--- src/rtl/jam_shift_pkg.sv ---
package jam_shift_pkg;

    localparam int unsigned HALF_W_DEFAULT = 64;
    localparam int unsigned CNT_W_DEFAULT  = 8;

    // Range the count falls into; selects the output path.
    typedef enum logic [1:0] {
        RANGE_ZERO   = 2'd0,
        RANGE_INSIDE = 2'd1,
        RANGE_FLUSH  = 2'd2
    } shift_range_e;

endpackage

--- src/rtl/jam_count_class.sv ---
module jam_count_class
    import jam_shift_pkg::*;
#(
    parameter int unsigned DATA_W = 128,
    parameter int unsigned CNT_W  = 8
) (
    input  logic [CNT_W-1:0] count_i,
    output shift_range_e     range_o
);
    localparam int unsigned STAGES = $clog2(DATA_W);

    logic flush;

    generate
        if (CNT_W > STAGES) begin : g_wide_count
            assign flush = |count_i[CNT_W-1:STAGES];
        end else begin : g_narrow_count
            assign flush = 1'b0;
        end
    endgenerate

    always_comb begin
        if (flush) begin
            range_o = RANGE_FLUSH;
        end else if (count_i == '0) begin
            range_o = RANGE_ZERO;
        end else begin
            range_o = RANGE_INSIDE;
        end
    end

    always_comb begin
        assert_flush_range_R5: assert ((int'(count_i) >= int'(DATA_W)) == (range_o == RANGE_FLUSH))
            else $error("count class disagrees with numeric flush bound");
    end

endmodule

--- src/rtl/jam_shift_stage.sv ---
module jam_shift_stage #(
    parameter int unsigned W   = 128,
    parameter int unsigned AMT = 1
) (
    input  logic [W-1:0] d_i,
    input  logic         sticky_i,
    input  logic         en_i,
    output logic [W-1:0] q_o,
    output logic         sticky_o
);
    logic dropped;

    assign dropped = |d_i[AMT-1:0];

    always_comb begin
        if (en_i) begin
            q_o      = d_i >> AMT;
            sticky_o = sticky_i | dropped;
        end else begin
            q_o      = d_i;
            sticky_o = sticky_i;
        end
    end

    always_comb begin
        assert_stage_keeps_info_R6: assert ((|d_i | sticky_i) == (|q_o | sticky_o))
            else $error("stage lost a set bit");
    end

endmodule

--- src/rtl/jam_shift_right.sv ---
module jam_shift_right
    import jam_shift_pkg::*;
#(
    parameter int unsigned HALF_W = HALF_W_DEFAULT,
    parameter int unsigned CNT_W  = CNT_W_DEFAULT
) (
    input  logic [HALF_W-1:0] in_hi_i,
    input  logic [HALF_W-1:0] in_lo_i,
    input  logic [CNT_W-1:0]  count_i,
    output logic [HALF_W-1:0] out_hi_o,
    output logic [HALF_W-1:0] out_lo_o
);
    localparam int unsigned DATA_W = 2 * HALF_W;
    localparam int unsigned STAGES = $clog2(DATA_W);
    localparam int unsigned EXT_W  = STAGES + CNT_W;

    logic [DATA_W-1:0] operand;
    logic [DATA_W-1:0] result;
    logic [EXT_W-1:0]  count_ext;
    shift_range_e      range_sel;

    logic [DATA_W-1:0] chain  [0:STAGES];
    logic              sticky [0:STAGES];

    assign operand   = {in_hi_i, in_lo_i};
    assign count_ext = {{STAGES{1'b0}}, count_i};

    jam_count_class #(
        .DATA_W (DATA_W),
        .CNT_W  (CNT_W)
    ) count_class_i (
        .count_i (count_i),
        .range_o (range_sel)
    );

    assign chain[0]  = operand;
    assign sticky[0] = 1'b0;

    generate
        for (genvar k = 0; k < STAGES; k++) begin : g_stage
            jam_shift_stage #(
                .W   (DATA_W),
                .AMT (1 << k)
            ) stage_i (
                .d_i      (chain[k]),
                .sticky_i (sticky[k]),
                .en_i     (count_ext[k]),
                .q_o      (chain[k+1]),
                .sticky_o (sticky[k+1])
            );
        end
    endgenerate

    always_comb begin
        unique case (range_sel)
            RANGE_ZERO:   result = operand;
            RANGE_INSIDE: result = {chain[STAGES][DATA_W-1:1], chain[STAGES][0] | sticky[STAGES]};
            RANGE_FLUSH:  result = {{(DATA_W-1){1'b0}}, |operand};
            default:      result = '0;
        endcase
    end

    assign out_hi_o = result[DATA_W-1:HALF_W];
    assign out_lo_o = result[HALF_W-1:0];

    always_comb begin
        assert_zero_passes_R1: assert ((count_i != '0) || (result == operand))
            else $error("zero count altered operand");
        assert_any_bit_kept_R6: assert ((|result) == (|operand))
            else $error("sticky OR lost or invented a bit");
        assert_never_grows_R6: assert (result <= operand)
            else $error("shift result larger than operand");
        assert_high_cleared_R4: assert ((int'(count_i) < int'(HALF_W)) || (out_hi_o == '0))
            else $error("high half not cleared at half-width count or more");
    end

endmodule

--- config.mk ---
export PLATFORM = sky130hd
export DESIGN_NAME = jam_shift_right
export DESIGN_NICKNAME = d
export VERILOG_FILES = /design/src/rtl/jam_shift_pkg.sv /design/src/rtl/jam_count_class.sv /design/src/rtl/jam_shift_stage.sv /design/src/rtl/jam_shift_right.sv
export SDC_FILE = /design/constraint.sdc
export NUM_CORES = 1
export LEC_CHECK = 0
export ABC_CLOCK_PERIOD_IN_PS = 4150
export BUFFER_PORTS_ARGS = -buffer_cell sky130_fd_sc_hd__buf_2
export CORE_MARGIN = 4
export CORE_UTILIZATION = 30
export DETAILED_ROUTE_END_ITERATION = 7
export PLACE_DENSITY_LB_ADDON = 0.15
export SLEW_MARGIN = 20
export SYNTH_ARGS = -nofsm -noshare
export SYNTH_HDL_FRONTEND = slang
export SYNTH_SLANG_ARGS = --single-unit
--- constraint.sdc ---
create_clock -name vclk -period 4.15
set_clock_uncertainty 0.15 [all_clocks]
set_input_delay 0.2075 -clock vclk [all_inputs]
set_output_delay 0.2075 -clock vclk [all_outputs]
set_load 0.02 [all_outputs]
# == Word-level counts from Yosys, hierarchy flattened ==
# Cells that the tools add are included.
# Widths: inputs -> output; s select.
# word_totals
reg_bits,0
elab_cells,35
input_bits,136
out_inout_bits,128
# classes
n_eq_ne,2
muxes,17
bitwise_logic,7
n_reduce_logical,9
# ops
cell,n
$mux 128,7
$pmux 128 s3,1
$reduce_or 128->1,1
$reduce_or 64->1,1
$reduce_or 32->1,1
$reduce_or 16->1,1
$logic_not 8->1,1
$mux 1,8
$reduce_or 8->1,1
$or 1x1->1,7
$reduce_or 4->1,1
$eq 2x1->1 const B,1
$eq 2x2->1 const B,1
$logic_not 2->1,1
$mux 2,1
$reduce_or 2->1,1

# == Longest topological paths before layout ==
# Gate-level depths: netlist of run 1.
# depth
word_depth,16
mapped_depth,17
depth_no_buf,9

# == By module ==
# From an unflattened synthesis of run 1, not the netlist that was laid out.
# hier_totals
hier_cells,1378
area_unflattened_um2,13013.7
# by_module_without_submodules
module,instances,seq_area_each_um2,area_each_um2,cells_per_inst
jam_shift_right,1,0.0,2223.4,331
jam_shift_stage (g_stage[3].stage_i),1,0.0,1604.0,146
jam_shift_stage (g_stage[0].stage_i),1,0.0,1595.3,143
jam_shift_stage (g_stage[1].stage_i),1,0.0,1594.0,144
jam_shift_stage (g_stage[2].stage_i),1,0.0,1587.8,144
jam_shift_stage (g_stage[4].stage_i),1,0.0,1535.2,148
jam_shift_stage (g_stage[5].stage_i),1,0.0,1481.4,154
jam_shift_stage (g_stage[6].stage_i),1,0.0,1362.6,164
jam_count_class,1,0.0,30.0,4

# == Worst setup path before layout of run 1 ==
# No wires, ideal clock.
# synth_timing
path_kind,input -> output
from,input count_i[3]
to,output out_lo_o[0]
path_slack_ps,451
n_path_buf,2
arrival_ps,3342
t_required_ps,3793
cell_stages,10
cell_sequence,buf_1 > clkbuf_1 > mux4_2 > mux4_2 > mux2i_1 > nand3_1 > or4b_1 > a2111oi_2 > a41o_1 > o2111ai_1
# synth_via
elab_chain_len,10
elab_cells_between_ends,22
classes_between,2 x eq/ne; 11 x mux; 4 x bitwise; 5 x reduce/logical
# synth_lines
item,line_no,rtl
from (decl),jam_shift_right.sv:9,"input logic [CNT_W-1:0] count_i,"
$mux 128,jam_shift_stage.sv:16,if (en_i) begin
$reduce_or 16->1,jam_shift_stage.sv:13,assign dropped = |d_i[AMT-1:0];
$or 1x1->1,jam_shift_stage.sv:18,sticky_o = sticky_i | dropped;
$mux 1,jam_shift_stage.sv:16,
$or 1x1->1,jam_shift_stage.sv:18,
$mux 1,jam_shift_stage.sv:16,
$or 1x1->1,jam_shift_stage.sv:18,
$mux 1,jam_shift_stage.sv:16,
$or 1x1->1,jam_shift_right.sv:57,"RANGE_INSIDE: result = {chain[STAGES][DATA_W-1:1], chain[STAGES][0] | sticky[STAGES]};"
$pmux 128 s3 (*),jam_shift_right.sv:55,unique case (range_sel)
to (decl),jam_shift_right.sv:11,output logic [HALF_W-1:0] out_lo_o
# Every way passes the cells marked *; elsewhere a longest branch is shown, timed or not.

# == Worst setup path after layout of run 1 ==
# layout_timing
from,input count_i[1]
to,output out_lo_o[0]
# layout_via
elab_chain_len,14
elab_cells_between_ends,30
classes_between,2 x eq/ne; 15 x mux; 6 x bitwise; 7 x reduce/logical
# layout_lines
item,line_no
$mux 128,jam_shift_stage.sv:16
$reduce_or 4->1,jam_shift_stage.sv:13
$or 1x1->1,jam_shift_stage.sv:18
$mux 1,jam_shift_stage.sv:16
$or 1x1->1,jam_shift_stage.sv:18
$mux 1,jam_shift_stage.sv:16
$or 1x1->1,jam_shift_stage.sv:18
$mux 1,jam_shift_stage.sv:16
$or 1x1->1,jam_shift_stage.sv:18
$mux 1,jam_shift_stage.sv:16
$or 1x1->1,jam_shift_stage.sv:18
$mux 1,jam_shift_stage.sv:16
$or 1x1->1,jam_shift_right.sv:57
$pmux 128 s3 (*),jam_shift_right.sv:55
# Marked as above.

==> results.py, run 1 <==
metrics = {
    "detailed_routing": {
        "first_pass_iters": 7,
        "wirelength_um": 95000,
        "drtAntennaViolNets": 0,
        "drc_errors": 0,
        "wl_per_cell_um": 38.0,
        "viasPerCell": 6.84,
        "initialDrtViolationCount": 2653,
        "vias": 17100,
    },
    "hold_path": {
        "hold_depth": 4,
        "hold_path.class": "in -> out",
    },
    "timing": {
        "period_minus_slack_ns": 4.14,
        "clock.fmax_ghz": 0.241,
        "hold_viol": 0,
        "slew_headroom": 0.191,
        "slew_viol_final": 0,
        "hold_ws_ns": 0.677,
        "worst_pin_slew_ns": 1.21,
        "rsz0062_at_grt": "no",
        "fin_crit_sh": 0.999,
        "report.final.setup_viol": 0,
        "final.setup.tns_ns": 0,
    },
    "yosys": {
        "yosys_warnings": 0,
        "synthesis.instances": 1463,
        "postSynthNetCount": 1599,
        "syn-mean-instance-area_um2": 8.18,
        "synth_area_um2": 12000,
        "synthDistinctLibCells": 77,
        "ys_seq_area_frac": 0,
    },
    "finish": {
        "design.seq.count": 0,
        "nClkBuffers": 0,
        "num-fill-cells": 4029,
        "area_delta_synth_final_pct": 38.9,
        "finish.utilization": 0.426,
        "final-seq-area_um2": 0,
        "final_area_um2": 16600,
        "nets": 2110,
        "final_layout_size_suffix_gt1_frac": 0.475,
        "multi_input_area_um2": 11300,
    },
    "setup_path": {
        "required_ns": 3.79,
        "cp.arrival_ns": 3.79,
        "cp_top_family": "compound AO/OA/AOI/OAI gates",
        "max_stage_delay_ns": 0.60,
        "crit_type": "in -> out",
        "worst-path-buf-inv": 3,
        "crit_chain": "bufbuf_16, mux4_2, buf_4, mux2_1, o22ai_1, nor2_1, nand3b_1, or4b_1, a2111oi_4, a41o_1, o2111ai_2, buf_4",
        "slowest_stage": "or4b_1",
        "end_kind": "primary output",
        "cp_common_cell": "buf_4",
        "crit_cells": 12,
        "path_max_fanout": 17,
        "cp-start-kind": "primary input",
    },
    "global_routing": {
        "grt_pass1_vias": 16300,
        "gr-usage-all-layers": 0.415,
        "grt_overflow": 0,
        "antenna_found_initial": 12,
        "grt_pass1_wl_um": 131000,
        "grt_max_degree": 51,
    },
    "placement": {
        "placed_area_um2": 16400,
        "port_buffers": 264,
        "gp_congestion": 1.06,
        "post-dp-hpwl_um": 78600,
    },
    "die": {
        "design.die.area_um2": 43200,
        "initial_core_util": 0.307,
        "core-area_um2": 39000,
        "row_count": 72,
        "dieHeight_um": 208,
        "ios": 264,
        "die_w_um": 208,
    },
    "outcome": {
        "outcome": "finished clean",
    },
    "cts": {
        "cts_hold_buf": 0,
    },
    "run": {
        "maxCapViolCount": 0,
    },
}
-- final timing paths --
check / from / endpoint
worst max-delay path: count_i[1] / out_lo_o[0]
worst min-delay path: in_hi_i[45] / out_hi_o[45]
-- worst min-delay path, cell delays in order --
cell and delay (ns):
buf_2 0.13, nand2_1 0.06, o21ai_0 0.06, buf_2 0.16
-- cell type report --
cell class / instances / area share
Inverter: 8 / 0.00196
Tap cell: 518 / 0.0390
Antenna cell: 12 / 0.00181
Timing Repair Buffer: 659 / 0.276
Multi-Input combinational cell: 1305 / 0.682
-- through the flow --
step	std cells	worst slack [ns]
final	2502	0.00501
after global routing	2491	0.0179
after CTS	2489	0.00706
after detailed placement	2487	-0.272
after global placement	2487	-0.231
after floorplan	1463	0.451
-- cells in the final DEF, fill, tap and decap left out, drive strengths merged, types with 5 or more instances in the layout --
cell type    n
buf        658
nor2       169
mux2i      160
mux4       142
mux2       136
nand2      134
o21ai       78
a21oi       70
o22ai       53
a22o        42
nor4        38
a22oi       31
nor3        23
a211oi      21
o221ai      18
nand4       17
o211ai      15
diode       12
nand3       11
nand2b      11
and2         9
a211o        9
nor2b        8
a2bb2oi      8
inv          8
or4          7
a221o        6
a31oi        6
o32ai        5
or3          5
a32oi        5
-- what timing repair did --
action                     CTS  global route
gates cloned                 1             0
resized for setup            5            22
setup buffers                1             1
pin swaps                    1             4
setup endpoints to repair    1             1
-- cells by family (layout without fill, tap and decap cells) --
family | after synthesis | after routing | synth area share
muxes | 438 | 438 | 0.529
other | 0 | 12 | 0
buffers and inverters | 158 | 667 | 0.0585
and+or+nand+nor | 455 | 455 | 0.175
AOI/OAI and AO/OA | 412 | 412 | 0.237
-- synth_stat cells, drive strengths merged, types with 31 or more instances --
| master | number | area, µm² |
|---|---|---|
| a21oi | 70 | 350 |
| a22o | 42 | 368 |
| a22oi | 31 | 233 |
| buf | 61 | 337 |
| clkbuf | 89 | 334 |
| mux2 | 136 | 1530 |
| mux2i | 160 | 1600 |
| mux4 | 142 | 3200 |
| nand2 | 134 | 503 |
| nor2 | 169 | 637 |
| nor4 | 38 | 238 |
| o21ai | 78 | 390 |
| o22ai | 53 | 332 |
-- layer usage --
layer,up-vias,wire length (µm),track usage
met1,8546,36500,0.536
met4,2,6200,0.201
met2,1333,41500,0.646
met3,267,10600,0.109
met5,-,148,0.0167
li1,6966,-,-
==> inputs of run 2 (changes only) <==
--- a/config.mk
+++ b/config.mk
@@ -7,7 +7,7 @@
 export LEC_CHECK = 0
 export ABC_CLOCK_PERIOD_IN_PS = 4150
 export BUFFER_PORTS_ARGS = -buffer_cell sky130_fd_sc_hd__buf_2
-export CORE_MARGIN = 4
+export CORE_MARGIN = 2
 export CORE_UTILIZATION = 30
 export DETAILED_ROUTE_END_ITERATION = 7
 export PLACE_DENSITY_LB_ADDON = 0.15
==> run 2 against run 1 <==
Fmax is 0.48% higher. Core utilization rose by 1.7 points. Final cell count grew 3.2%. Worst hold slack improved by 0.0056 ns. Clock-buffer cell count unchanged. Wire length rose by 3.6%. First-iteration DRC count decreased by 7.2%. Die area fell by 3.8%. Final area is 5.4% higher.
==> results.py, run 2 (synthesized netlist as in run 1, its figures left out) <==
metrics = {
    "finish": {
        "multi_input_area_um2": 11400,
        "final-seq-area_um2": 0,
        "nets": 2191,
        "design.seq.count": 0,
        "num-fill-cells": 4047,
        "area_delta_synth_final_pct": 46.4,
        "nClkBuffers": 0,
        "layout_commonest_cell": "buf_4",
        "final_layout_size_suffix_gt1_frac": 0.503,
        "layout_common_cells": "buf_4 (445), buf_2 (258), nor2_1 (167), mux2i_1 (153), mux4_2 (142)",
        "finish.utilization": 0.443,
    },
    "power": {
        "vdd_drop_max_mv": 0.0819,
        "seq_power_share": 0,
        "power_per_cell_area_nw_per_um2": 205,
        "p_sw_frac": 0.590,
        "p_switching_mw": 2.12,
        "p_clk_frac": 0,
        "combPwrFrac": 1.000,
        "leakage_nw": 7.64,
        "internal-power_mw": 1.47,
    },
    "detailed_routing": {
        "viasPerCell": 6.79,
        "wirelength_um": 98300,
        "first_pass_iters": 8,
        "drc_errors": 0,
        "wl_per_cell_um": 38.1,
        "vias": 17500,
        "initialDrtViolationCount": 2461,
        "drtAntennaViolNets": 0,
    },
    "hold_path": {
        "hold_end": "out_hi_o[3]",
        "hold_path.class": "in -> out",
        "min_from": "in_hi_i[3]",
        "hold_depth": 3,
    },
    "global_routing": {
        "gr-usage-all-layers": 0.458,
        "grt_pass1_wl_um": 133000,
        "grt_max_degree": 78,
        "antenna_found_initial": 6,
        "grt_overflow": 0,
        "grt_pass1_vias": 16500,
    },
    "die": {
        "row_count": 73,
        "design.die.area_um2": 41500,
        "core-area_um2": 39500,
        "initial_core_util": 0.303,
        "dieHeight_um": 204,
        "ios": 264,
        "die_w_um": 204,
    },
    "run": {
        "maxCapViolCount": 0,
    },
    "setup_path": {
        "end_kind": "primary output",
        "required_ns": 3.79,
        "crit_chain": "buf_16, buf_6, bufbuf_16, or2_1, nor2_1, nand2_1, o22ai_1, buf_4, a22o_1, buf_2",
        "slowest_stage": "o22ai_1",
        "max_stage_delay_ns": 0.97,
        "cp-start-kind": "primary input",
        "cp.arrival_ns": 3.77,
        "crit_type": "in -> out",
        "path_max_fanout": 19,
    },
    "timing": {
        "hold_viol": 0,
        "slew_headroom": 0.127,
        "worst_pin_slew_ns": 1.31,
        "fin_crit_sh": 0.994,
        "report.final.setup_viol": 0,
        "final.setup.tns_ns": 0,
        "period_minus_slack_ns": 4.13,
        "slew_viol_final": 0,
        "clock.fmax_ghz": 0.242,
    },
    "outcome": {
        "outcome": "finished clean",
    },
    "placement": {
        "port_buffers": 264,
        "post-dp-hpwl_um": 80600,
        "gp_congestion": 1.09,
    },
}
-- run 2: cell types whose count changed in the layout (fill, tap and decap cells not counted), moves of 3 or more --
cell / before / now
mux2i_1: 159 / 153
mux2i_2: 1 / 5
buf_12: 14 / 26
clkbuf_16: 0 / 3
buf_4: 379 / 445
diode_2: 12 / 4
-- run 2: per-stage QoR --
stage               instances  power, mW  setup WS [ns]  cell area, µm²  hold slack, ns
floorplan                1463       1.48          0.451           12000           0.444
global placement         2563       3.39         -0.307           17100           0.674
detailed placement       2563       3.37         -0.278           17100           0.676
CTS                      2564       3.40       0.000993           17200           0.680
global route             2579       3.65       -0.00247           17500           0.704
finish                   2582       3.59         0.0248           17500           0.683
-- run 2: how the worst max path moves through the flow --
stage,startpoint,to,cells after the start
floorplan,count_i[3],out_lo_o[0],10
global placement,count_i[1],out_lo_o[0],14
detailed placement,count_i[1],out_lo_o[0],13
CTS,count_i[1],out_lo_o[0],14
global route,count_i[1],out_lo_o[0],13
finish,count_i[1],out_hi_o[31],10
-- run 2: power by group through the flow --
stage / sequential (mW) / clock [mW] / combinational, mW
2_1_floorplan: 0 / 0 / 1.48
3_3_place_gp: 0 / 0 / 3.39
3_5_place_dp: 0 / 0 / 3.37
4_1_cts: 0 / 0 / 3.40
5_1_grt: 0 / 0.0000000109 / 3.65
6_report: 0 / 0.000000105 / 3.59
-- run 2: layout make-up --
type / count / share of cell area
inverters: 8 / 0.00186
diodes: 4 / 0.000571
repair buffers: 740 / 0.308
multi-input cells: 1305 / 0.653
well taps: 525 / 0.0375
-- run 2: timing repair --
item,CTS,global route
pin swaps,0,6
hold buffers,0,0
buffers inserted,0,11
setup endpoints to repair,1,1
hold endpoints to repair,0,0
resized for setup,19,21
gates cloned,1,3
-- run 2: critical path: cells and delay by family --
| kind | cells | cell delay (ns) |
|---|---|---|
| buffers and inverters | 5 | 1.07 |
| AO/OA/AOI/OAI | 2 | 1.11 |
| AND/OR/NAND/NOR | 3 | 1.34 |
-- run 2: per-layer routing --
| metal | vias to the layer above | part of all wire | track usage |
|---|---|---|---|
| met4 | 7 | 0.083 | 0.286 |
| met2 | 1461 | 0.43 | 0.700 |
| met3 | 340 | 0.11 | 0.0936 |
| met1 | 8596 | 0.38 | 0.590 |
| li1 | 7125 | - | - |
| met5 | - | 0.00077 | 0 |
No activity file was read; power rests on OpenSTA's default activity.
